## config.mk

```make
export PLATFORM = sky130hd
export DESIGN_NAME = keyed_select_guard
export DESIGN_NICKNAME = d
export VERILOG_FILES = /design/src/rtl/guard_pkg.sv /design/src/rtl/guard_ctrl.sv /design/src/rtl/guard_dp.sv /design/src/rtl/keyed_select_guard.sv
export SDC_FILE = /design/constraint.sdc
export NUM_CORES = 1
export LEC_CHECK = 0
export ABC_AREA = 1
export BUFFER_PORTS_ARGS = -buffer_cell sky130_fd_sc_hd__buf_2
export CORE_MARGIN = 2
export CORE_UTILIZATION = 40
export CTS_CLUSTER_DIAMETER = 100
export DETAILED_ROUTE_END_ITERATION = 8
export PLACE_DENSITY = 0.76
export SLEW_MARGIN = 20
export SYNTH_ARGS = -nofsm -noshare
export SYNTH_HDL_FRONTEND = slang
export SYNTH_HIERARCHICAL = 1
export SYNTH_SLANG_ARGS = --single-unit
```

## constraint.sdc

```tcl
create_clock -name clk -period 1 [get_ports clk]
set_input_delay 0.15 -clock clk [delete_from_list [all_inputs] [get_ports clk]]
set_output_delay 0.15 -clock clk [all_outputs]
set_load 0.02 [all_outputs]
```

## src/rtl/guard_pkg.sv

```systemverilog
package guard_pkg;

  // Strobes from the decoder to the register file
  typedef struct packed {
    logic wrLock;
    logic wrCommit;
    logic wrSelect;
    logic rdLock;
    logic rdCommit;
    logic rdSelect;
    logic rdAny;
  } guard_strobe_t;

endpackage

```

## src/rtl/guard_ctrl.sv

```systemverilog
module guard_ctrl
  import guard_pkg::*;
#(
  parameter int ADDR_W = 12,
  parameter logic [ADDR_W-1:0] LOCK_ADDR   = 12'h520,
  parameter logic [ADDR_W-1:0] COMMIT_ADDR = 12'h524,
  parameter logic [ADDR_W-1:0] SELECT_ADDR = 12'h420
) (
  input  logic              wrEn,
  input  logic              rdEn,
  input  logic [ADDR_W-1:0] addr,
  output guard_strobe_t     strobes
);

  logic hitLock;
  logic hitCommit;
  logic hitSelect;

  always_comb begin
    hitLock   = (addr == LOCK_ADDR);
    hitCommit = (addr == COMMIT_ADDR);
    hitSelect = (addr == SELECT_ADDR);

    strobes.wrLock   = wrEn & hitLock;
    strobes.wrCommit = wrEn & hitCommit;
    strobes.wrSelect = wrEn & hitSelect;
    strobes.rdLock   = rdEn & hitLock;
    strobes.rdCommit = rdEn & hitCommit;
    strobes.rdSelect = rdEn & hitSelect;
    strobes.rdAny    = rdEn;
  end

endmodule

```

## src/rtl/guard_dp.sv

```systemverilog
module guard_dp
  import guard_pkg::*;
#(
  parameter int DATA_W = 32,
  parameter int REG_W  = 8,
  parameter logic [DATA_W-1:0] UNLOCK_KEY = 32'h0ACC_E551
) (
  input  logic              clk,
  input  logic              rstN,
  input  guard_strobe_t     strobes,
  input  logic [DATA_W-1:0] wdata,
  output logic [DATA_W-1:0] rdata,
  output logic [REG_W-1:0]  selQ,
  output logic [REG_W-1:0]  commitQ,
  output logic              lockQ
);

  localparam int PAD_W = DATA_W - REG_W;

  logic [REG_W-1:0] newBits;
  logic [REG_W-1:0] selNext;
  logic             keyMatch;
  logic [DATA_W-1:0] readMux;

  assign newBits  = wdata[REG_W-1:0];
  assign keyMatch = (wdata == UNLOCK_KEY);

  // Per-bit merge: committed bits take new data, the rest keep old
  for (genvar b = 0; b < REG_W; b++) begin : g_merge
    assign selNext[b] = commitQ[b] ? newBits[b] : selQ[b];
  end

  always_ff @(posedge clk or negedge rstN) begin
    if (!rstN) begin
      lockQ <= 1'b1;
    end else if (strobes.wrLock) begin
      lockQ <= !keyMatch;
    end
  end

  always_ff @(posedge clk or negedge rstN) begin
    if (!rstN) begin
      commitQ <= '1;
    end else if (strobes.wrCommit && !lockQ) begin
      commitQ <= newBits;
    end
  end

  always_ff @(posedge clk or negedge rstN) begin
    if (!rstN) begin
      selQ <= '0;
    end else if (strobes.wrSelect) begin
      selQ <= selNext;
    end
  end

  always_comb begin
    readMux = '0;
    if (strobes.rdLock) begin
      readMux = {{(DATA_W-1){1'b0}}, lockQ};
    end else if (strobes.rdCommit) begin
      readMux = {{PAD_W{1'b0}}, commitQ};
    end else if (strobes.rdSelect) begin
      readMux = {{PAD_W{1'b0}}, selQ};
    end
  end

  always_ff @(posedge clk or negedge rstN) begin
    if (!rstN) begin
      rdata <= '0;
    end else if (strobes.rdAny) begin
      rdata <= readMux;
    end
  end

endmodule

```

## src/rtl/keyed_select_guard.sv

```systemverilog
module keyed_select_guard
  import guard_pkg::*;
#(
  parameter int ADDR_W = 12,
  parameter int DATA_W = 32,
  parameter int REG_W  = 8,
  parameter logic [ADDR_W-1:0] LOCK_ADDR   = 12'h520,
  parameter logic [ADDR_W-1:0] COMMIT_ADDR = 12'h524,
  parameter logic [ADDR_W-1:0] SELECT_ADDR = 12'h420,
  parameter logic [DATA_W-1:0] UNLOCK_KEY  = 32'h0ACC_E551
) (
  input  logic              clk,
  input  logic              rstN,
  input  logic              wrEn,
  input  logic              rdEn,
  input  logic [ADDR_W-1:0] addr,
  input  logic [DATA_W-1:0] wdata,
  output logic [DATA_W-1:0] rdata,
  output logic [REG_W-1:0]  selOut,
  output logic              lockedOut
);

  guard_strobe_t    strobes;
  logic [REG_W-1:0] commitMaskQ;

  guard_ctrl #(
    .ADDR_W(ADDR_W),
    .LOCK_ADDR(LOCK_ADDR),
    .COMMIT_ADDR(COMMIT_ADDR),
    .SELECT_ADDR(SELECT_ADDR)
  ) uCtrl (
    .wrEn(wrEn),
    .rdEn(rdEn),
    .addr(addr),
    .strobes(strobes)
  );

  guard_dp #(
    .DATA_W(DATA_W),
    .REG_W(REG_W),
    .UNLOCK_KEY(UNLOCK_KEY)
  ) uDp (
    .clk(clk),
    .rstN(rstN),
    .strobes(strobes),
    .wdata(wdata),
    .rdata(rdata),
    .selQ(selOut),
    .commitQ(commitMaskQ),
    .lockQ(lockedOut)
  );

endmodule

```

* Word level (Yosys, flattened, before mapping)
Index checks and enable logic that the tools add are counted.
** Word-level totals
- Register bits :: 49
- Latch bits :: 0
- Memory bits (writable) :: 0
- ROM bits :: 0
- Word-level logic and storage cells :: 35
- Memories kept :: 0
** Operators by class
- Add/subtract/negate cells :: 0
- $mul :: 0
- Divide/modulo/power cells :: 0
- $lt $le $gt $ge :: 0
- Eq/ne operators :: 4
- Shifts and indexed selects :: 0
- Multiplexer cells :: 3
- Bitwise logic cells :: 6
- Reduce and logical (&&, ||, !) cells :: 11
** Operators with widths (count)
- $mux W32 :: 2
- $eq A12 B11 Y1 const B :: 3
- $eq A32 B28 Y1 const B :: 1
- $reduce_and A2 Y1 :: 8
- $mux W8 :: 1
- $and A1 B1 Y1 :: 6
- $logic_not A1 Y1 :: 2
- $logic_and A1 B1 Y1 :: 1

* Logic depth before layout (Yosys ltp)
Gate-level depths: netlist of run 1.
- Word-level depth :: 5
- Depth in mapped cells :: 9
- Gate-level depth less buffers :: 9

* Hierarchy
The synthesis of run 1 kept the hierarchy.
** Modules (own cells, without submodules)
- guard_dp :: times used 1, cells each 174, area each 1412.6 um^2, sequential area each 636.9 um^2
- guard_ctrl :: times used 1, cells each 35, area each 143.9 um^2, sequential area each 0.0 um^2

* Worst setup path before layout of run 1
OpenSTA, ideal clock, no wires.
- Path kind :: input -> register
- Start point :: input port addr[4]
- End point :: register uDp.rdata[1]
- Arrival time :: 0.955 ns
- Setup slack :: -0.077 ns
- Stages on the path :: 9
- Path buffers :: 1
- Path through :: inv_1 > nand2_1 > nor2_2 > nand3_1 > nor2_1 > buf_6 > nor2_8 > a22oi_1 > o21ai_1
** RTL lines
- start: declaration :: line keyed_select_guard.sv:16 : input logic [ADDR_W-1:0] addr,
- end signal: assignment :: line guard_dp.sv:72 : rdata <= readMux;
- end: declaration :: line guard_dp.sv:12 : output logic [DATA_W-1:0] rdata,

* Final worst setup path of run 1
- Start point :: register uDp.lockQ
- End point :: output port lockedOut
** RTL lines
- start: declaration :: line guard_dp.sv:15 : output logic lockQ
- start signal: assignment :: line guard_dp.sv:37 : lockQ <= !keyMatch;
- end: declaration :: line keyed_select_guard.sv:20 : output logic lockedOut
No word-level cell between the ends.

==> results.json, run 1 <==
{
  "violations": "setup timing",
  "viasPerCell": 4.45,
  "grt_overflow_total": 0,
  "antenna_cells": 0,
  "vias": 1504,
  "path_clk_slew_ns": 0.08,
  "drive_gt1_frac": 0.476,
  "cts_sinks": 25,
  "wl_um": 3680,
  "die_h_um": 66.4,
  "synth-seq-area-share": 0.409,
  "grtUsageTotal": 0.154,
  "required_ns": 0.85,
  "cp.buffers_inverters": 1,
  "cts-root-buf": "clkbuf_8",
  "h-tree-depth": 1,
  "end_kind": "output port",
  "critical_path.slowest_cell": "dfstp_2",
  "final_core_utilization": 0.604,
  "clkLatencyLatePin_ns": 0.26,
  "hold_path_end": "uDp/commitQ[2]",
  "drt.antenna.violating_nets": 0,
  "r2r_end": "uDp/commitQ[4]",
  "avgSynthCellArea_sq_um": 7.45,
  "gp_routability_congestion": 0.767,
  "skew_ns": 0.00247,
  "seq_area_sq_um": 637,
  "status": "finished, violations left",
  "hp-class": "in -> reg",
  "core_area_sq_mm": 0.00369,
  "min_from": "wdata[2]",
  "final_cell_mix": "buf_2 (50), nand2_1 (41), conb_1 (24)",
  "r2r-start": "uDp/lockQ",
  "setup_ws_ns": -0.0784,
  "multi_input_area_sq_um": 769,
  "final_nets": 339,
  "cts_buffers": 3,
  "rsz0062_at_grt": "yes",
  "drtIter0Drc": 63,
  "dp_hpwl_um": 2470,
  "fp.dieArea_sq_mm": 0.00441,
  "drc": 0,
  "rrSetupSlack_ns": 0.05,
  "fmax_mhz": 927,
  "min_period_over_period": 1.08,
  "antenna_found_initial": 0,
  "path_class": "reg -> out",
  "fp.dieW_um": 66.4,
  "fp-row-count": 22,
  "fin_crit_ns": 1.08,
  "irDropWorstVdd_mv": 0.458,
  "grt_pass1_vias": 1279,
  "clock_path_buffers": 2,
  "ys_ff_latch": 25,
  "syn_area_sq_mm": 0.00156,
  "path_max_fanout": 2,
  "synth_cells": 209,
  "wl_per_cell_um": 10.9,
  "worstMarginPinSlew_ns": 0.513,
  "setup-tns-final_ns": -0.141,
  "arrival_ns": 0.93,
  "rr_worst_depth": 4,
  "slew_headroom": 0.658,
  "cpPeakStageDelay_ns": 0.55,
  "firstDrtPassIters": 4,
  "hold_violations": 0,
  "crit_family": "flip-flops",
  "mostFrequentLayoutCell": "buf_2",
  "io_pins": 89,
  "area_delta_synth_final_pct": 43.2,
  "grt_max_degree": 26,
  "cellPowerDensity_mw_per_mm2": 868,
  "cap_violations": 0,
  "setup-violations-final": 8,
  "crit_chain": "buf_6",
  "grt_pass1_wl_um": 5330,
  "fillers": 337,
  "synth_cell_types": 19,
  "initial_core_util": 0.422,
  "synth_warnings": 6,
  "hold_depth": 3,
  "report.final.slew_viol_count": 0,
  "cellLeakagePower_nw": 1.16,
  "start_kind": "register",
  "io_buffers": 64,
  "tritoncts": "yes"
}
## cell type report
| class | count | area share |
|---|---|---|
| Clock buffer | 4 | 0.0202 |
| Inverter | 37 | 0.0668 |
| Multi-Input combinational cell | 141 | 0.345 |
| Sequential cell | 25 | 0.286 |
| Tap cell | 48 | 0.0269 |
| Timing Repair Buffer | 83 | 0.255 |
## Yosys cell counts, drive strengths merged
| cell type | n | share of area |
|---|---|---|
| a22oi | 7 | 0.034 |
| conb | 1 | 0.0024 |
| a21oi | 10 | 0.032 |
| nor2 | 23 | 0.071 |
| inv | 37 | 0.089 |
| buf | 29 | 0.14 |
| or2 | 1 | 0.0040 |
| nand3 | 4 | 0.013 |
| dfstp | 9 | 0.15 |
| o21ai | 16 | 0.051 |
| nand2 | 48 | 0.12 |
| dfrtp | 16 | 0.26 |
| a31oi | 8 | 0.032 |
## sequential cells by signal, indices dropped and copies added, names as in the netlist
| signal | count |
|---|---|
| uDp/commitQ | 8 |
| uDp/lockQ | 1 |
| uDp/rdata | 8 |
| uDp/selQ | 8 |
## tightest hold or removal path, delay by kind of cell
| family | cells | cell delay (ns) |
|---|---|---|
| AOI/OAI and AO/OA | 1 | 0.06 |
| buffers and inverters | 2 | 0.16 |
## what timing repair did
action,CTS,global route
resized for setup,15,41
hold buffers,1,0
pin swaps,5,18
setup buffers,4,7
hold endpoints to repair,16,0
cloned,0,1
setup endpoints to repair,19,32
## kinds of logic after synthesis
kind of cell,count (synthesis),synth area share
AOI/OAI and AO/OA,41,0.150
DFF,25,0.409
and+or+nand+nor,76,0.205
other,1,0.00241
buffers and inverters,66,0.234
## per-layer routing
metal / track usage / routed length (um) / vias up
li1: - / - / 772
met1: 0.188 / 1460 / 650
met2: 0.271 / 1920 / 72
met3: 0.0256 / 244 / 10
met4: 0.0510 / 59 / 0
met5: 0 / 0 / -
## worst max path at each step
stage	startpoint	to	slack [ns]	cells past startpoint
after global placement	addr[4]	uDp/rdata[2]	-0.28	10
final	uDp/lockQ	lockedOut	-0.08	1
after global routing	uDp/lockQ	lockedOut	-0.11	1
after floorplan	addr[11]	uDp/rdata[1]	-0.08	9
after CTS	uDp/lockQ	lockedOut	-0.08	1
after detailed placement	addr[11]	uDp/commitQ[0]	-0.34	9
## metrics by stage
stage | setup WS (ns) | hold WS, ns | std cells | cell area (sq um) | power [W]
floorplan | -0.0771 | -0.146 | 232 | 1670 | 0.00127
global placement | -0.276 | 0.152 | 321 | 1860 | 0.00133
detailed placement | -0.335 | 0.152 | 321 | 1860 | 0.00133
CTS | -0.0838 | 0.104 | 330 | 2020 | 0.00191
global route | -0.108 | 0.0999 | 338 | 2230 | 0.00205
finish | -0.0784 | 0.106 | 338 | 2230 | 0.00193
## where the power goes
part | switching, W | total (W) | internal [W] | leakage, nW
clock network | 0.000286 | 0.000570 | 0.000284 | 0.0228
registers | 0.00000156 | 0.00102 | 0.00102 | 0.315
logic | 0.000218 | 0.000347 | 0.000129 | 0.826
Power figures use the tool's default switching activity.
==> run 2: changes to the inputs <==
PLACE_DENSITY = 0.77   (was 0.76)
==> run 2 against run 1 <==
The flow still finishes with violations (setup timing). Die area did not move. Sequential cell count did not move. Critical path depth did not move. Final cell count rose by 0.59%. Register-to-register slack got worse by 0.08 ns. Clock power rose by 7.4%. Worst setup slack got worse by 0.011 ns. Count of clock-buffer cells in the layout fell by 1. First-iteration DRC count rose by 16%. Non-clock buffer count rose by 1. Sequential power barely moved. Utilization fell by 0.71 points.
==> results.json, run 2 (synthesized netlist as in run 1, its figures left out) <==
{
  "antenna_cells": 0,
  "dr.max_layer_used": "met4",
  "mostFrequentLayoutCell": "buf_2",
  "r2r-start": "uDp/lockQ",
  "cpPeakStageDelay_ns": 0.55,
  "irDropWorstVdd_mv": 0.408,
  "path_max_fanout": 2,
  "stdcell_count": 340,
  "switching_share": 0.279,
  "grt_pass1_vias": 1378,
  "start_kind": "register",
  "grt_max_degree": 26,
  "drt.antenna.violating_nets": 0,
  "worst_hold_slack_ns": 0.0945,
  "min_from": "wdata[1]",
  "met2_length_um": 2140,
  "antenna_found_initial": 0,
  "viasPerCell": 4.62,
  "cellLeakagePower_nw": 1.18,
  "io_pins": 89,
  "fp-row-count": 22,
  "grt_pass1_wl_um": 5530,
  "hold_path_end": "uDp/commitQ[1]",
  "p_sw_w": 0.000547,
  "firstDrtPassIters": 4,
  "final_cell_mix": "buf_2 (55), nand2_1 (42), conb_1 (24)",
  "min_period_over_period": 1.09,
  "multi_input_area_sq_um": 759,
  "share_comb_of_total_power": 0.170,
  "setup-violations-final": 10,
  "setup_ws_ns": -0.0895,
  "drtIter0Drc": 73,
  "status": "finished, violations left",
  "cp-startpoint": "uDp/lockQ",
  "drive_gt1_frac": 0.466,
  "cellPowerDensity_mw_per_mm2": 891,
  "path_class": "reg -> out",
  "violations": "setup timing",
  "crit_chain": "buf_6",
  "hp-class": "in -> reg",
  "r2r_end": "uDp/rdata[0]",
  "placedCellCount": 321,
  "vias": 1572,
  "critical_path.slowest_cell": "dfstp_2",
  "drc": 0,
  "h-tree-depth": 1,
  "rsz0062_at_grt": "yes",
  "area_delta_synth_final_pct": 41.6,
  "cts_sinks": 25,
  "seqPwrFrac": 0.518,
  "fmax_mhz": 918,
  "internal-power_w": 0.00142,
  "clkLatencyLatePin_ns": 0.27,
  "wl_per_cell_um": 12.0,
  "fin_crit_ns": 1.09,
  "hold_depth": 3,
  "initial_core_util": 0.422,
  "cap_violations": 0,
  "cts_buffers": 3,
  "tritoncts": "yes",
  "wl_met1_um": 1590,
  "cp.buffers_inverters": 1,
  "crit_family": "flip-flops",
  "required_ns": 0.85,
  "seq_area_sq_um": 637,
  "wl_um": 4090,
  "final_nets": 341,
  "fillers": 325,
  "die_h_um": 66.4,
  "path_clk_slew_ns": 0.09,
  "end_kind": "output port",
  "power.share.clock": 0.312,
  "grtUsageTotal": 0.159,
  "worstMarginPinSlew_ns": 0.543,
  "skew_ns": 0.00440,
  "dp_hpwl_um": 2460,
  "arrival_ns": 0.94,
  "fp.dieArea_sq_mm": 0.00441,
  "rr_worst_depth": 4,
  "slew_headroom": 0.638,
  "hold_violations": 0,
  "wl_met3_um": 265,
  "fp.dieW_um": 66.4,
  "rrSetupSlack_ns": -0.03,
  "core_area_sq_mm": 0.00369,
  "clock_path_buffers": 2,
  "reg_top3": "uDp/commitQ (8), uDp/rdata (8), uDp/selQ (8)",
  "grt_overflow_total": 0,
  "cts-root-buf": "clkbuf_8",
  "report.final.slew_viol_count": 0,
  "io_buffers": 64,
  "gp_routability_congestion": 0.769
}
[run 2: cell types whose count changed in the layout (fill, tap and decap cells not counted), sizes merged]
cell / before / now
clkinvlp: 0 / 1
nand2: 48 / 49
buf: 81 / 83
clkbuf: 5 / 3
[run 2: layer usage]
metal,up-vias,track usage
met3,8,0.0170
met1,717,0.189
met5,-,0
met4,0,0.0612
li1,769,-
met2,78,0.289
[run 2: what timing repair did]
item / CTS / global route
endpoints found under the hold margin: 16 / 0
setup endpoints to repair: 6 / 33
pin swaps: 0 / 14
gates cloned: 0 / 2
buffers inserted: 1 / 11
gates resized for setup: 5 / 40
hold buffers: 1 / 0
[run 2: power by group through the flow]
stage                     Sequential (W)  Clock [W]  Combinational [W]
after global placement           0.00104          0           0.000291
final                            0.00102   0.000612           0.000335
after floorplan                  0.00104          0           0.000233
after detailed placement         0.00104          0           0.000297
after CTS                        0.00102   0.000610           0.000304
after global routing             0.00102   0.000658           0.000376
[run 2: cell type report]
| cell class | instances | share of cell area |
|---|---|---|
| Multi-Input combinational cell | 142 | 0.345 |
| Sequential cell | 25 | 0.289 |
| Timing Repair Buffer | 84 | 0.249 |
| Inverter | 37 | 0.0676 |
| Tap cell | 48 | 0.0273 |
| Clock buffer | 3 | 0.0187 |
| Clock inverter | 1 | 0.00341 |
[run 2: how the worst max path moves through the flow]
stage              endpoint  cells past startpoint
2_1_floorplan  uDp/rdata[1]                      9
3_3_place_gp   uDp/rdata[1]                     10
3_5_place_dp   uDp/rdata[7]                     10
4_1_cts           lockedOut                      1
5_1_grt        uDp/rdata[4]                     10
6_report          lockedOut                      1
[run 2: through the flow]
stage	setup TNS (ns)	power, W	instance area [sq um]	worst slack, ns	utilization
finish	-0.638	0.00196	2200	-0.0895	0.597
global route	-1.30	0.00205	2200	-0.143	0.597
CTS	-0.0922	0.00193	1970	-0.0879	0.534
detailed placement	-5.71	0.00133	1880	-0.316	0.509
global placement	-4.98	0.00133	1880	-0.249	0.509
floorplan	-0.743	0.00127	1670	-0.0771	-
==> run 3: changes to the inputs <==
--- a/constraint.sdc
+++ b/constraint.sdc
@@ -3,2 +3,2 @@
 set_output_delay 0.15 -clock clk [all_outputs]
-set_load 0.02 [all_outputs]
+set_load 0.1 [all_outputs]
==> run 3 against run 2 <==
The run still ends with setup timing left. Clock skew decreased by 0.0036 ns. Sequential share of layout area is 3.8 points lower. Fmax is 12% lower. Power rose by 19%. Utilization is 12 points higher. Clock power decreased by 1%.
==> results.json, run 3 (synthesized netlist as in run 1, its figures left out) <==
{
  "status": "finished, violations left",
  "violations": "setup timing",
  "path_clk_slew_ns": 0.09,
  "cellLeakagePower_nw": 1.23,
  "end_kind": "output port",
  "grt_pass1_vias": 1526,
  "antenna_found_initial": 0,
  "core_area_sq_mm": 0.00369,
  "drtIter0Drc": 79,
  "critical_path.slowest_cell": "dfstp_4",
  "seq_area_sq_um": 661,
  "skew_ns": 0.000828,
  "drive_gt1_frac": 0.584,
  "initial_core_util": 0.422,
  "path_class": "reg -> out",
  "clock_path_buffers": 2,
  "rsz0062_at_grt": "yes",
  "cts-root-buf": "clkbuf_8",
  "gp_routability_congestion": 0.811,
  "firstDrtPassIters": 4,
  "fp.dieW_um": 66.4,
  "cap_violations": 0,
  "crit_family": "flip-flops",
  "antenna_cells": 0,
  "setup_ws_ns": -0.232,
  "setup-violations-final": 40,
  "h-tree-depth": 1,
  "vias": 1650,
  "mostFrequentLayoutCell": "buf_2",
  "crit_chain": "buf_12",
  "stdcell_count": 341,
  "required_ns": 0.85,
  "hold_violations": 0,
  "multi_input_area_sq_um": 876,
  "grtUsageTotal": 0.194,
  "grt_overflow_total": 0,
  "drc": 0,
  "report.final.slew_viol_count": 0,
  "min_period_over_period": 1.23,
  "fp.dieArea_sq_mm": 0.00441,
  "fin_crit_ns": 1.23,
  "dp_hpwl_um": 2810,
  "cpPeakStageDelay_ns": 0.64,
  "arrival_ns": 1.08,
  "fmax_mhz": 812,
  "irDropWorstVdd_mv": 0.536,
  "reg_top3": "uDp/commitQ (8), uDp/rdata (8), uDp/selQ (8)",
  "start_kind": "register",
  "worst_hold_slack_ns": 0.109,
  "io_pins": 89,
  "die_h_um": 66.4,
  "grt_pass1_wl_um": 6620,
  "grt_max_degree": 26,
  "final_nets": 342,
  "placedCellCount": 321,
  "worstMarginPinSlew_ns": 0.574,
  "io_buffers": 64,
  "wl_um": 4860,
  "path_max_fanout": 2,
  "clkLatencyLatePin_ns": 0.26,
  "cellPowerDensity_mw_per_mm2": 889,
  "cts_sinks": 25,
  "slew_headroom": 0.617,
  "fillers": 255,
  "drt.antenna.violating_nets": 0,
  "place_ws_ns": -0.329,
  "area_delta_synth_final_pct": 69.1,
  "cts_buffers": 3,
  "fp-row-count": 22,
  "final_cell_mix": "buf_2 (41), nand2_1 (40), conb_1 (24)",
  "wl_per_cell_um": 14.2,
  "viasPerCell": 4.84,
  "cp.buffers_inverters": 1,
  "tritoncts": "yes",
  "hp-class": "in -> reg"
}
-- run 3: path summary, 6_finish.rpt --
check	from	cells after the start	slack [ns]	to
setup / recovery	uDp/lockQ	1	-0.23	lockedOut
hold / removal	wdata[0]	3	0.11	uDp/commitQ[0]
setup reg to reg	uDp/lockQ	5	-0.18	uDp/rdata[0]
hold reg to reg	uDp/commitQ[4]	2	0.52	uDp/commitQ[4]
max in group asynchronous	rstN	2	0.18	uDp/selQ[0]
min in group asynchronous	rstN	2	0.42	uDp/rdata[5]
-- run 3: what timing repair did --
item	CTS	global route
endpoints found under the hold margin	16	0
endpoints found under the setup margin	36	42
hold buffers	1	0
resized for setup	17	48
pin swaps	7	12
gates cloned	2	0
buffers inserted	11	2
-- run 3: layout make-up --
type,count,share of cell area
inverter,37,0.0632
clock inverter,1,0.00285
timing repair buffer,85,0.312
clock buffer,3,0.0157
tap,48,0.0228
multi-input combinational,142,0.333
sequential,25,0.251
-- run 3: per-stage QoR --
step	total power [W]	util	TNS, ns	instance area [sq um]
after floorplan	0.00161	-	-2.46	1710
after global placement	0.00167	0.588	-5.20	2170
after detailed placement	0.00168	0.588	-6.14	2170
after CTS	0.00228	0.655	-1.53	2410
after global routing	0.00243	0.714	-3.28	2630
final	0.00234	0.714	-2.15	2630
-- run 3: where the power goes --
| part | switching, W | leakage, nW | internal (W) | total, W |
|---|---|---|---|---|
| sequential | 0.00000360 | 0.289 | 0.00102 | 0.00102 |
| combinational | 0.000574 | 0.920 | 0.000143 | 0.000717 |
| clock | 0.000322 | 0.0217 | 0.000282 | 0.000604 |
-- run 3: routing by layer --
metal / global-route usage / up-vias / part of all wire / routed length, um
li1: - / 772 / - / -
met3: 0.0221 / 6 / 0.052 / 252
met1: 0.228 / 791 / 0.40 / 1940
met5: 0 / - / 0 / 0
met2: 0.359 / 81 / 0.54 / 2620
met4: 0.0740 / 0 / 0.011 / 53
-- run 3: worst min-delay path, delay by kind of cell --
| kind | cells | cell delay, ns |
|---|---|---|
| buffers and inverters | 2 | 0.16 |
| AOI/OAI and AO/OA | 1 | 0.06 |
